File: config.mk
export PLATFORM = sky130hd
export DESIGN_NAME = nand_seq
export DESIGN_NICKNAME = d
export VERILOG_FILES = /design/src/rtl/nand_seq.sv
export SDC_FILE = /design/constraint.sdc
export NUM_CORES = 1
export LEC_CHECK = 0
export BUFFER_PORTS_ARGS = -buffer_cell sky130_fd_sc_hd__clkbuf_2
export CAP_MARGIN = 5
export CORE_MARGIN = 4
export CORE_UTILIZATION = 35
export CTS_BUF_LIST = sky130_fd_sc_hd__clkbuf_4
export DETAILED_ROUTE_END_ITERATION = 8
export PLACE_DENSITY_LB_ADDON = 0.1
export SYNTH_ARGS = -nofsm -noshare
export SYNTH_HDL_FRONTEND = slang
export SYNTH_SLANG_ARGS = --single-unit
File: constraint.sdc
create_clock -name clk -period 22.3 [get_ports clk]
set_clock_uncertainty 0.1 [all_clocks]
set_input_delay 1.115 -clock clk [delete_from_list [all_inputs] [get_ports clk]]
set_output_delay 1.115 -clock clk [all_outputs]
set_load 0.005 [all_outputs]
File: src/rtl/nand_seq.sv
module nand_seq #(
  parameter int PAGE_W = 6,
  parameter int BLK_W  = 10,
  parameter int ZONE_W = 2,
  parameter int CNT_W  = 8,
  parameter int LEN_W  = 12,
  parameter int WAIT_W = 8,
  parameter int TMO_W  = 16
) (
  input  logic                        clk,
  input  logic                        rst_n,
  input  logic                        req_valid,
  input  logic [2:0]                  req_op,
  input  logic [ZONE_W-1:0]           req_zone,
  input  logic [BLK_W-1:0]            req_block,
  input  logic [PAGE_W-1:0]           req_page,
  input  logic [CNT_W-1:0]            req_count,
  output logic                        req_ready,
  output logic                        req_refused,
  output logic                        rsp_valid,
  output logic [1:0]                  rsp_code,
  output logic [CNT_W-1:0]            rsp_pages,
  output logic [7:0]                  id_maker,
  output logic [7:0]                  id_device,
  output logic [15:0]                 id_ext,
  input  logic [PAGE_W:0]             cfg_pages_per_blk,
  input  logic [BLK_W:0]              cfg_blks_per_zone,
  input  logic [ZONE_W:0]             cfg_zone_limit,
  input  logic [BLK_W+ZONE_W:0]       cfg_total_blocks,
  input  logic [LEN_W-1:0]            cfg_page_size,
  input  logic [LEN_W-1:0]            cfg_spare_size,
  input  logic [WAIT_W-1:0]           cfg_wait,
  input  logic [TMO_W-1:0]            cfg_timeout,
  input  logic [7:0]                  wr_data,
  input  logic                        wr_valid,
  output logic                        wr_ready,
  output logic [7:0]                  rd_data,
  output logic                        rd_valid,
  input  logic                        rd_ready,
  output logic                        nand_cle,
  output logic                        nand_ale,
  output logic                        nand_we,
  output logic                        nand_re,
  output logic [7:0]                  nand_dout,
  input  logic [7:0]                  nand_din
);
  localparam int PW = PAGE_W + 1;
  localparam int BW = BLK_W + 1;
  localparam int ZW = ZONE_W + 1;
  localparam int FOUR_ROW_MIN = 1024;

  localparam logic [2:0] OP_RST = 3'd0, OP_RID = 3'd1, OP_PRD = 3'd2, OP_PPG = 3'd3,
                         OP_SRD = 3'd4, OP_SPG = 3'd5, OP_ERA = 3'd6;
  localparam logic [1:0] C_OK = 2'd0, C_ERR = 2'd1, C_TMO = 2'd2;

  typedef enum logic [3:0] {
    S_IDLE, S_LOOP, S_CMD1, S_CMD2, S_COL, S_ROW, S_WDATA, S_CMD3,
    S_WAITC, S_RDATA, S_IDRD, S_SCMD, S_SRD, S_NEXT, S_FIN
  } st_t;

  st_t               st;
  logic [2:0]        op;
  logic [ZW-1:0]     zn;
  logic [BW-1:0]     blk;
  logic [PW-1:0]     pg;
  logic [CNT_W-1:0]  rem, dn;
  logic              addr_ok;
  logic [1:0]        ridx;
  logic [LEN_W-1:0]  xcnt;
  logic [WAIT_W-1:0] wcnt;
  logic [TMO_W-1:0]  tcnt;
  logic [1:0]        code;

  logic [31:0]      row;
  logic [1:0]       last_ridx;
  logic             is_rd, is_wr, is_spare;
  logic [LEN_W-1:0] xlen;
  logic [7:0]       cmd_first, cmd_conf;

  assign row = 32'(pg) + (32'(blk) + 32'(zn) * 32'(cfg_blks_per_zone)) * 32'(cfg_pages_per_blk);
  assign last_ridx = (32'(cfg_total_blocks) >= 32'(FOUR_ROW_MIN)) ? 2'd3 : 2'd2;
  assign is_rd    = (op == OP_PRD) || (op == OP_SRD);
  assign is_wr    = (op == OP_PPG) || (op == OP_SPG);
  assign is_spare = (op == OP_SRD) || (op == OP_SPG);
  assign xlen     = is_spare ? cfg_spare_size : cfg_page_size;
  assign req_ready = (st == S_IDLE);
  assign wr_ready  = (st == S_WDATA);

  always_comb begin
    case (op)
      OP_RST:         cmd_first = 8'hFF;
      OP_RID:         cmd_first = 8'h90;
      OP_SRD, OP_SPG: cmd_first = 8'h50;
      OP_ERA:         cmd_first = 8'h60;
      default:        cmd_first = 8'h00;
    endcase
    cmd_conf = is_rd ? 8'h30 : (is_wr ? 8'h10 : 8'hD0);
  end

  always_comb begin
    nand_cle = 1'b0; nand_ale = 1'b0; nand_we = 1'b0; nand_re = 1'b0; nand_dout = 8'h00;
    case (st)
      S_CMD1:  begin nand_we = 1'b1; nand_cle = 1'b1; nand_dout = cmd_first; end
      S_CMD2:  begin nand_we = 1'b1; nand_cle = 1'b1; nand_dout = 8'h80; end
      S_COL:   begin nand_we = 1'b1; nand_ale = 1'b1; end
      S_ROW:   begin nand_we = 1'b1; nand_ale = 1'b1; nand_dout = row[ridx*8 +: 8]; end
      S_WDATA: begin nand_we = wr_valid; nand_dout = wr_data; end
      S_CMD3:  begin nand_we = 1'b1; nand_cle = 1'b1; nand_dout = cmd_conf; end
      S_SCMD:  begin nand_we = 1'b1; nand_cle = 1'b1; nand_dout = 8'h70; end
      S_RDATA: nand_re = !rd_valid || rd_ready;
      S_IDRD, S_SRD: nand_re = 1'b1;
      default: ;
    endcase
  end

  always_ff @(posedge clk) begin
    if (!rst_n) begin
      st <= S_IDLE; op <= OP_RST; zn <= '0; blk <= '0; pg <= '0;
      rem <= '0; dn <= '0; addr_ok <= 1'b1; ridx <= '0; xcnt <= '0;
      wcnt <= '0; tcnt <= '0; code <= C_OK;
      req_refused <= 1'b0; rsp_valid <= 1'b0; rsp_code <= C_OK; rsp_pages <= '0;
      id_maker <= '0; id_device <= '0; id_ext <= '0;
      rd_data <= '0; rd_valid <= 1'b0;
    end else begin
      rsp_valid   <= 1'b0;
      req_refused <= req_valid && (st != S_IDLE);
      if (rd_valid && rd_ready) rd_valid <= 1'b0;
      case (st)
        S_IDLE: if (req_valid) begin
          op <= req_op; zn <= ZW'(req_zone); blk <= BW'(req_block); pg <= PW'(req_page);
          rem <= req_count; dn <= '0; addr_ok <= 1'b1; code <= C_OK;
          if (req_op == OP_RST || req_op == OP_RID) st <= S_CMD1;
          else if (req_op == 3'd7) st <= S_FIN;
          else st <= S_LOOP;
        end
        S_LOOP: st <= (rem == '0 || !addr_ok) ? S_FIN : S_CMD1;
        S_CMD1: begin
          ridx <= '0;
          case (op)
            OP_RST:         st <= S_FIN;
            OP_ERA:         st <= S_ROW;
            OP_PPG, OP_SPG: st <= S_CMD2;
            default:        st <= S_COL;
          endcase
        end
        S_CMD2: st <= S_COL;
        S_COL: begin
          xcnt <= '0; ridx <= '0;
          st <= (op == OP_RID) ? S_IDRD : S_ROW;
        end
        S_ROW: begin
          xcnt <= '0;
          if (ridx == last_ridx) st <= is_wr ? S_WDATA : S_CMD3;
          else ridx <= ridx + 2'd1;
        end
        S_WDATA: if (wr_valid) begin
          if (xcnt == xlen - LEN_W'(1)) st <= S_CMD3;
          else xcnt <= xcnt + LEN_W'(1);
        end
        S_CMD3: begin
          wcnt <= '0; tcnt <= '0; xcnt <= '0; st <= S_WAITC;
        end
        S_WAITC: begin
          if (wcnt == cfg_wait) st <= is_rd ? S_RDATA : S_SCMD;
          else wcnt <= wcnt + WAIT_W'(1);
        end
        S_RDATA: if (nand_re) begin
          rd_data <= nand_din; rd_valid <= 1'b1;
          if (xcnt == xlen - LEN_W'(1)) st <= S_NEXT;
          else xcnt <= xcnt + LEN_W'(1);
        end
        S_IDRD: begin
          case (xcnt[1:0])
            2'd0: id_maker <= nand_din;
            2'd1: id_device <= nand_din;
            2'd2: id_ext[7:0] <= nand_din;
            default: id_ext[15:8] <= nand_din;
          endcase
          if (xcnt[1:0] == 2'd3) st <= S_FIN;
          else xcnt <= xcnt + LEN_W'(1);
        end
        S_SCMD: st <= S_SRD;
        S_SRD: begin
          if (nand_din[0]) begin code <= C_ERR; st <= S_FIN; end
          else if (nand_din[6]) st <= S_NEXT;
          else if (tcnt + TMO_W'(1) >= cfg_timeout) begin code <= C_TMO; st <= S_FIN; end
          else begin tcnt <= tcnt + TMO_W'(1); st <= S_SCMD; end
        end
        S_NEXT: begin
          rem <= rem - CNT_W'(1);
          dn  <= dn + CNT_W'(1);
          if (pg + PW'(1) == cfg_pages_per_blk) begin
            pg <= '0;
            if (blk + BW'(1) == cfg_blks_per_zone) begin
              blk <= '0;
              zn  <= zn + ZW'(1);
              addr_ok <= (zn + ZW'(1)) < cfg_zone_limit;
            end else blk <= blk + BW'(1);
          end else pg <= pg + PW'(1);
          st <= S_LOOP;
        end
        S_FIN: begin
          rsp_valid <= 1'b1; rsp_code <= code; rsp_pages <= dn; st <= S_IDLE;
        end
        default: st <= S_IDLE;
      endcase
    end
  end


  strobe_excl_chk: assert property (@(posedge clk) disable iff (!rst_n)
    !(nand_we && nand_re) && !(nand_cle && nand_ale) && !((nand_cle || nand_ale) && !nand_we));


  status_err_chk: assert property (@(posedge clk) disable iff (!rst_n)
    (st == S_SRD && nand_din[0]) |=> ##1 (rsp_valid && rsp_code == C_ERR));


  tmo_src_chk: assert property (@(posedge clk) disable iff (!rst_n)
    (rsp_valid && rsp_code == C_TMO) |-> ($past(nand_re, 2) && !$past(nand_din[6], 2) && !$past(nand_din[0], 2)));


  settle_gap_chk: assert property (@(posedge clk) disable iff (!rst_n)
    (st == S_CMD3) |=> (!nand_we && !nand_re));


  rd_hold_chk: assert property (@(posedge clk) disable iff (!rst_n)
    (rd_valid && !rd_ready) |=> (rd_valid && $stable(rd_data)));
endmodule

==> run metrics, run 1 <==
Final Util 39.6%; Synth cell types 76; GR Util All Layers 18.3%; I/O pin count 199; largest net degree at the start of global routing 68; routed len/inst 16.4 microns; Num CTS Buffers 17; clock slew at reported path FFs 0.15 ns; Setup CP Type reg -> out; pwr/cell area approximately 110 nW/um^2; met3 usage about 3.3%; Reg2Reg Capture Point tcnt[2]; worst slew pin tran around 0.99 ns; estimated wirelength of the detail-placed design 30400 microns; initial core utilization 35.4%; Synth Register Bits 138; status completed; RD Place Congestion 0.838; syn nets 2011; hold crit path type reg -> reg; synthesized cell area 13600 sq um; register area share after synthesis 20.3%; crit path launch type flip-flop; Pleak 7.10 nW; Slew Limit Fails 0; top post-synthesis cells by count 183 x nand2_1, 151 x inv_1, 138 x dfxtp_1; period utilization 47.1%; H-tree levels 4; CP Capture Point nand_dout[6]; worst setup path startpoint zn[2]; Yosys warnings 0; cell taking the most area after synthesis dfxtp_1; TritonRoute pass-1 iters 5; Reg2Reg Depth 15; asr flop ratio synth 0%; postcts setup bufs 0; instance count on the critical path 31; CP most frequent cell fa_1; cell count after placement 2324; die height 205 microns; Tmin final 10.50 ns; Iteration-0 DRC Markers a little under 500; M1 GR Usage between 20% and 30%; Area contributors post-synth dfxtp_1 20%, fa_1 13%, ha_1 9.5%, nand2_1 5.0%, and2_1 4.7%; setup_tns 0 ns; M2 GR Usage ~30%; final hold violations 0; global-route wire length before repair around 62000 microns; Max VDD drop 85.2 uV; # port buffers 188; Max-Cap Viols 0; Primary FF master, synth dfxtp_1; R2R setup slack 17.59 ns; share of the synthesized area in the top cell type 20.3%; Max Root-Sink Buffers 2; RSZ-0062 raised after global routing false; Syn-to-layout area delta 11.9%; core box area between 30000 and 40000 sq um; Final Net Count approximately 2200; via/cell ratio 5.03; Max stage delay on crit path 0.69 ns; std cell rows 72; WL final 38700 microns; WP data arrival 9.29 ns; CTS tree built; vias in the first global route 11800; Die Area roughly 42000 sq um; number of synthesized flops with an enable pin 0; Worst R2R Start tcnt[0]; hold_buf cts 0; final std cells w/o fill roughly 2400; Clock Latency Late Sink ~0.58 ns; total number of vias 11900; TritonCTS Sinks 138; ANT nets after route 0; Overflow after GRT 0; DRC errors left 0; Root Buffer clkbuf_4; final setup fails 0; Critical Path Sink Type output port; crit path buf inv count 5; Slew HR 34.0%; most common cell in the netlist nand2_1; share of cells above drive strength 1 13.9%; Req. time, crit path 21.09 ns; Syn Area/Cell a little over 8 sq um; Pwr Total between 0.0015 and 0.002 W; Most Crowded Layer GR met2; post-cts sizing count 0; initial antenna violation count 5; Fmax 0.0952 GHz; Top delay family on crit path adder cells; Crit Path Max Fanout 14; Mapped Cells 1684; Worst path slowest cell dfxtp_1; Die Width 205 microns
where the power goes:
group	leakage, nW	switching (W)	internal [W]	total (W)
registers	1.12	0.0000399	0.000268	0.000308
clock network	0.135	0.000114	0.0000482	0.000162
logic	5.85	0.000663	0.000480	0.00114
total	7.10	0.000817	0.000797	0.00161
placed cells by master (no fill, tap or decap), types with 14 or more instances in the layout:
cell,instances
clkbuf_4,17
nand3_1,102
fa_1,91
nor2b_1,42
o21ai_0,71
nand2b_1,18
a21o_1,22
xnor2_1,59
a21oi_1,61
clkbuf_2,187
ha_1,104
xor2_1,44
inv_1,151
nand2_1,183
nor3_1,24
mux2i_1,33
a21boi_0,66
and2_1,103
or3_1,14
nor2_1,82
and3_1,25
dfxtp_1,138
tightest hold or removal path: stages, from the launching register on:
cell	delay [ns]
dfxtp_1	0.34
nand2_1	0.05
a21boi_0	0.06
per-layer routing:
metal / vias to the layer above / wire length [microns]
li1: 6016 / -
met1: 5596 / 18500
met2: 228 / 17900
met3: 31 / 1740
met4: 6 / 475
met5: - / 47
worst min-delay path by stage:
stage                       from  cells past startpoint  slack [ns]           end
floorplan                code[1]                      2        0.34   rsp_code[1]
global placement     id_maker[3]                      2        0.35   id_maker[3]
detailed placement  rsp_pages[6]                      2        0.36  rsp_pages[6]
CTS                 rsp_pages[7]                      2        0.38  rsp_pages[7]
global route        rsp_pages[7]                      2        0.40  rsp_pages[7]
finish              rsp_pages[6]                      2        0.38  rsp_pages[6]
metrics by stage:
step | hold slack, ns | setup slack (ns) | area [sq um]
global placement | 0.352 | 11.86 | 15000
detailed placement | 0.361 | 11.84 | 15000
floorplan | 0.337 | 12.92 | 13600
CTS | 0.381 | 11.62 | 15200
global route | 0.401 | 10.96 | 15300
finish | 0.377 | 11.80 | 15300
state kept, by name, summed over array words and instances, names as in the netlist, 4 cells and up:
register / flops
rsp_pages: 8
id_maker: 8
rem: 8
blk: 11
wcnt: 8
pg: 7
id_ext: 16
tcnt: 16
dn: 8
xcnt: 12
rd_data: 8
st: 4
id_device: 8
cell families (layout without fill, tap and decap cells):
| family | count (synthesis) | after routing | synth area share, % |
|---|---|---|---|
| XOR/XNOR | 104 | 104 | 6.79 |
| multiplexers | 37 | 37 | 2.92 |
| adder cells (fa/ha/maj) | 195 | 195 | 22.9 |
| AO/OA/AOI/OAI | 334 | 334 | 16.5 |
| AND/OR/NAND/NOR | 650 | 650 | 24.2 |
| flip-flops | 138 | 138 | 20.3 |
| other | 0 | 4 | 0 |
| buffers and inverters | 226 | 380 | 6.45 |
layout make-up:
cell class | instances | area (sq um)
flip-flops and latches | 138 | 2760
diodes | 4 | 10.0
inverters | 151 | 567
clock inverters | 15 | 131
clock buffers | 17 | 128
fillers | 4163 | 23300
well taps | 518 | 648
multi-input cells | 1320 | 10000
repair buffers | 197 | 1010
No activity file was read; power rests on OpenSTA's default activity.
==> run 2: changes to the inputs <==
==> constraint.sdc (replaced) <==
create_clock -name clk -period 9.1 [get_ports clk]
set_clock_uncertainty 0.1 [all_clocks]
set_input_delay 0.455 -clock clk [delete_from_list [all_inputs] [get_ports clk]]
set_output_delay 0.455 -clock clk [all_outputs]
set_load 0.005 [all_outputs]
==> run metrics, run 2 (same netlist as run 1, synthesis figures left out) <==
Max Root-Sink Buffers 2 (unchanged); WL final 39000 microns (was 38700 microns); crit path launch type flip-flop (unchanged); Max stage delay on crit path 0.56 ns (was 0.69 ns); Setup CP Type reg -> out (unchanged); initial antenna violation count 2 (was 5); Top delay family on crit path adder cells (unchanged); routed len/inst 16.4 microns (about the same); total number of vias 11900 (about the same); most common cell after layout, fill and taps aside clkbuf_2 (unchanged); Critical Path Sink Type output port (unchanged); TritonRoute pass-1 iters 5 (unchanged); # port buffers 188 (unchanged); Clock Latency Late Sink 0.59 ns (was 0.58 ns); Die Width 205 microns (unchanged); DRC errors left 0 (unchanged); WP data arrival 8.14 ns (was 9.29 ns); final setup fails 0 (unchanged); Iteration-0 DRC Markers 496 (was 485); Crit Path Max Fanout 5 (was 14); Max VDD drop 211 uV (was 85.2 uV); vias in the first global route 11500 (was 11800); ANT nets after route 0 (unchanged); hold path cells 2 (unchanged); initial core utilization 35.4% (unchanged); worst slew pin tran 0.952 ns (was 0.991 ns); Worst Setup Slack, final 0.401 ns (was 11.80 ns); clock slew at reported path FFs 0.16 ns (was 0.15 ns); hold crit path type in -> reg (was reg -> reg); Final Net Count 2173 (was 2152); Worst path slowest cell fa_1 (was dfxtp_1); DP Area 15000 sq um (about the same); period utilization 95.6%; core box area 38600 sq um (unchanged); GR Util All Layers 18.2% (was 18.3%); largest net degree at the start of global routing 90 (was 68); RD Place Congestion 0.809 (was 0.838); Num CTS Buffers 17 (unchanged); die height 205 microns (unchanged); fillers 4088 (was 4163); hold_sp req_count[2] (was rsp_pages[6]); crit path buf inv count 5 (unchanged); Overflow after GRT 0 (unchanged); R2R setup slack 4.40 ns (was 17.59 ns); estimated wirelength of the detail-placed design 30700 microns (was 30400 microns); Fmax 0.115 GHz; status completed (unchanged); global-route wire length before repair 62000 microns (was 62200 microns); CP most frequent cell fa_1 (unchanged); via/cell ratio 5.03 (about the same); H-tree levels 4 (unchanged); TritonCTS Sinks 138 (unchanged); pwr/cell area 266 nW/um^2 (was 106 nW/um^2); Tmin final slightly below 9 ns; Final Cell Area 15700 sq um (was 15300 sq um); area of the multi-input gates 10200 sq um (was 10000 sq um); Root Buffer clkbuf_4 (unchanged); Slew Limit Fails 0 (unchanged); Post-Place Worst Slack 0.183 ns (was 11.84 ns); most frequent cells in the layout 186 x clkbuf_2, 182 x nand2_1, 149 x inv_1 (was 187 x clkbuf_2, 183 x nand2_1, 151 x inv_1); Pleak 7.26 nW (was 7.10 nW); hold path endpoint rem[2] (was rsp_pages[6]); Pwr Total 0.00417 W (was 0.00161 W); Syn-to-layout area delta 15.0% (was 11.9%); Sequential Area 2770 sq um (was 2760 sq um); Req. time, crit path 8.55 ns (was 21.09 ns); Die Area 42200 sq um (unchanged); Slew HR 36.5% (was 34.0%); Max-Cap Viols 0 (unchanged); Reg2Reg Depth 10 (was 15); CTS tree built (unchanged); I/O pin count 199 (unchanged); largest registers id_ext x16, tcnt x16, xcnt x12 (unchanged); Reg2Reg Capture Point xcnt[3] (was tcnt[2]); Worst R2R Start op[1] (was tcnt[0]); final hold violations 0 (unchanged); std cell rows 72 (unchanged); share of cells above drive strength 1 16.3% (was 13.9%)
run 2: changes by cell type in the layout (fill, tap and decap cells not counted), sizes merged:
cell,previous run,this run
clkinvlp,3,2
diode,4,1
bufinv,0,2
buf,10,24
dlygate4sd3,0,8
inv,160,155
clkinv,3,4
run 2: worst reg2reg max path: cells and delay by family, from the launching register on:
kind | cells | cell delay (ns)
multiplexers | 1 | 0.38
AND/OR/NAND/NOR | 5 | 2.20
XOR/XNOR | 1 | 0.18
adder cells (fa/ha/maj) | 1 | 0.37
flip-flops | 1 | 0.67
AO/OA/AOI/OAI | 2 | 0.71
run 2: per-layer routing:
metal	track usage (%)	up-vias	wire length, microns
met4	3.06	2	401
met1	25.4	5647	18900
met2	30.1	216	18200
met3	2.93	25	1510
li1	-	6054	-
met5	0	-	20
run 2: cell type report:
| cell class | instances | area share, % |
|---|---|---|
| Antenna cell | 1 | 0.0160 |
| Sequential cell | 138 | 17.6 |
| Clock buffer | 18 | 0.862 |
| Inverter | 151 | 3.61 |
| Multi-Input combinational cell | 1320 | 65.1 |
| Timing Repair Buffer | 218 | 7.69 |
| Tap cell | 518 | 4.13 |
| Clock inverter | 12 | 0.918 |
run 2: how the worst max path moves through the flow:
stage                                     from           end  depth (start not counted)
after floorplan                          zn[2]  nand_dout[6]                         30
after global placement    cfg_blks_per_zone[0]  nand_dout[6]                         32
after detailed placement  cfg_blks_per_zone[0]  nand_dout[6]                         32
after CTS                                zn[2]  nand_dout[6]                         30
after global routing                     zn[2]  nand_dout[6]                         30
final                                    zn[2]  nand_dout[4]                         30
run 2: metrics by stage:
stage          hold slack, ns  TNS (ns)  util, %  instances
2_1_floorplan           0.337         0        -       1684
3_3_place_gp            0.354         0     39.0       2329
3_5_place_dp            0.362         0     39.0       2329
4_1_cts               0.00367         0     40.0       2367
5_1_grt                0.0121   -0.0326     40.7       2376
6_report               0.0578         0     40.7       2376
run 2: timing repair:
item	CTS	global route
endpoints found under the hold margin	8	0
buffers inserted	0	8
hold buffers	8	0
resized for setup	8	40
pin swaps	2	34
gates cloned	0	0
setup endpoints to repair	3	7
run 2: report_power, final:
group / leakage [nW] / internal, W / switching (W)
Combinational: 6.00 / 0.00129 / 0.00169
Sequential: 1.12 / 0.000658 / 0.000105
Clock: 0.147 / 0.000168 / 0.000259
Total: 7.26 / 0.00212 / 0.00205
==> run 3: changes to the inputs <==
--- a/config.mk
+++ b/config.mk
@@ -5,6 +5,7 @@
 export SDC_FILE = /design/constraint.sdc
 export NUM_CORES = 1
 export LEC_CHECK = 0
+export ABC_AREA = 1
 export BUFFER_PORTS_ARGS = -buffer_cell sky130_fd_sc_hd__clkbuf_2
 export CAP_MARGIN = 5
 export CORE_MARGIN = 4
==> constraint.sdc (replaced) <==
create_clock -name clk -period 10.2 [get_ports clk]
set_clock_uncertainty 0.1 [all_clocks]
set_input_delay 0.51 -clock clk [delete_from_list [all_inputs] [get_ports clk]]
set_output_delay 0.51 -clock clk [all_outputs]
set_load 0.005 [all_outputs]
==> run metrics, run 3 <==
Setup CP Type reg -> out (unchanged); crit path buf inv count 4 (was 5); Critical Path Sink Type output port (unchanged); Max Root-Sink Buffers 2 (unchanged); syn nets 2319 (was 2011); # port buffers 188 (unchanged); Req. time, crit path 9.59 ns (was 8.55 ns); worst slew pin tran 1.05 ns (was 0.952 ns); crit path launch type flip-flop (unchanged); fillers 4307 (was 4088); Slew Limit Fails 0 (unchanged); Max-Cap Viols 0 (unchanged); TritonCTS Sinks 138 (unchanged); Slew HR 30.2% (was 36.5%); core box area 38600 sq um (unchanged); Die Width 205 microns (about the same); Yosys warnings 0 (unchanged); pwr/cell area 282 nW/um^2 (was 266 nW/um^2); cell taking the most area after synthesis dfxtp_1 (unchanged); Die Area 42200 sq um (about the same); Iteration-0 DRC Markers 728 (was 496); initial antenna violation count 3 (was 2); Final Cell Area 15400 sq um (was 15700 sq um); I/O pin count 199 (unchanged); asr flop ratio synth 0% (unchanged); share of the synthesized area in the top cell type 20.3% (about the same); DRC errors left 0 (unchanged); share of cells above drive strength 1 13.4% (was 16.3%); number of synthesized flops with an enable pin 0 (unchanged); hold crit path type in -> reg (unchanged); Area contributors post-synth dfxtp_1 20%, fa_1 13%, nand2_1 11%, ha_1 9.5%, inv_1 9.1% (was dfxtp_1 20%, fa_1 13%, ha_1 9.5%, nand2_1 5.0%, and2_1 4.7%); global-route wire length before repair 66500 microns (was 62000 microns); final setup fails 0 (unchanged); Final Util 39.8% (was 40.7%); H-tree levels 4 (unchanged); Crit Path Max Fanout 15 (was 5); Final Net Count 2471 (was 2173); GR Util All Layers 19.5% (was 18.2%); Num CTS Buffers 17 (unchanged); Overflow after GRT 0 (unchanged); final hold violations 0 (unchanged); Fmax around 0.11 GHz; clock slew at reported path FFs 0.14 ns (was 0.16 ns); Top delay family on crit path adder cells (unchanged); Max VDD drop 327 uV (was 211 uV); register area share after synthesis 20.3% (about the same); RD Place Congestion 0.853 (was 0.809); DP Area 15000 sq um (about the same); synthesized cell area 13600 sq um (about the same); via/cell ratio 4.86 (was 5.03); Tmin final 9.20 ns; die height 205 microns (about the same); Synth Register Bits 138 (unchanged); RSZ-0062 raised after global routing false; most frequent cells in the layout 413 x nand2_1, 332 x inv_1, 199 x nor2_1 (was 186 x clkbuf_2, 182 x nand2_1, 149 x inv_1); initial core utilization 35.4% (about the same); vias in the first global route 12800 (was 11500); Max stage delay on crit path 0.69 ns (was 0.56 ns); std cell rows 72 (unchanged); period utilization 90.1%; Syn Area/Cell 6.84 sq um (was 8.10 sq um); most common cell in the netlist nand2_1 (unchanged); CTS tree built (unchanged); Mapped Cells 1992 (was 1684); Synth cell types 57 (was 76); hold_buf cts 0 (was 8); estimated wirelength of the detail-placed design 33000 microns (was 30700 microns); Syn-to-layout area delta 12.7% (was 15.0%); Pleak 7.73 nW (was 7.26 nW); WP data arrival 8.59 ns (was 8.14 ns); cell count after placement 2643 (was 2329); TritonRoute pass-1 iters 5 (unchanged); CP most frequent cell fa_1 (unchanged); ANT nets after route 0 (unchanged); largest net degree at the start of global routing 87 (was 90); final std cells w/o fill 2677 (was 2376); top post-synthesis cells by count 413 x nand2_1, 332 x inv_1, 200 x nor2_1 (was 183 x nand2_1, 151 x inv_1, 138 x dfxtp_1); WL final 40900 microns (was 39000 microns); most common cell after layout, fill and taps aside nand2_1 (was clkbuf_2); Clock Latency Late Sink 0.56 ns (was 0.59 ns); Primary FF master, synth dfxtp_1 (unchanged); largest registers id_ext x16, tcnt x16, xcnt x12 (unchanged); routed len/inst 15.3 microns (was 16.4 microns); total number of vias 13000 (was 11900); Root Buffer clkbuf_4 (unchanged); setup_tns 0 ns (unchanged); status completed (unchanged); Worst path slowest cell dfxtp_1 (was fa_1)
run 3: final cells by class:
cell class              count  area, sq um  share of cell area, %
diodes                      2         5.00                 0.0326
clock buffers              17          128                  0.831
clock inverters            15          218                   1.42
inverters                 344         1290                   8.40
multi-input cells        1448         9320                   60.7
flip-flops and latches    138         2760                   18.0
well taps                 518          648                   4.22
repair buffers            195          993                   6.47
run 3: cell families (layout without fill, tap and decap cells):
kind of cell / count (synthesis) / in the layout / share of synthesized area, %
adders and majority gates: 195 / 195 / 22.9
AOI/OAI and AO/OA: 332 / 332 / 13.8
DFF: 138 / 138 / 20.3
buffers and inverters: 406 / 571 / 11.5
other: 0 / 2 / 0
and+or+nand+nor: 854 / 854 / 27.3
xor gates and xnor gates: 67 / 67 / 4.30
run 3: metal layers:
metal	share of wire, %	vias up	track usage (%)
li1	-	6665	-
met1	50	6071	28.4
met2	45	258	31.3
met3	4.2	17	2.57
met4	1.0	0	3.28
met5	0	-	0
run 3: metrics by stage:
stage	power, W	hold slack [ns]	worst slack, ns
after floorplan	0.00314	0.330	2.42
after global placement	0.00395	0.349	1.46
after detailed placement	0.00396	0.354	1.41
after CTS	0.00443	0.0161	0.714
after global routing	0.00493	0.0313	0.132
final	0.00434	0.101	1.00
run 3: path summary, 6_finish.rpt:
kind / end / slack (ns) / start / depth (start not counted)
hold reg to reg: id_ext[7] / 0.37 / id_ext[7] / 2
hold / removal: req_refused / 0.10 / req_valid / 3
setup / recovery: nand_dout[7] / 1.00 / zn[0] / 30
setup reg to reg: tcnt[5] / 5.92 / tcnt[0] / 22
run 3: what timing repair did:
| item | in CTS | in global routing |
|---|---|---|
| setup buffers | 0 | 0 |
| endpoints found under the setup margin | 0 | 1 |
| resized for setup | 0 | 1 |
run 3: worst register-to-register path, delay by kind of cell, from the launching register on:
family                   cells  cell delay [ns]
XOR/XNOR                     1             0.26
adder cells (fa/ha/maj)      2             0.47
flip-flops                   1             0.40
buffers and inverters        5             0.29
AO/OA/AOI/OAI                4             0.83
AND/OR/NAND/NOR             10             1.81
run 3: where the power goes:
group | switching (W) | total, W | internal (W) | leakage (nW)
logic | 0.00202 | 0.00320 | 0.00118 | 6.42
clock network | 0.000251 | 0.000437 | 0.000185 | 0.186
registers | 0.0000946 | 0.000697 | 0.000602 | 1.12
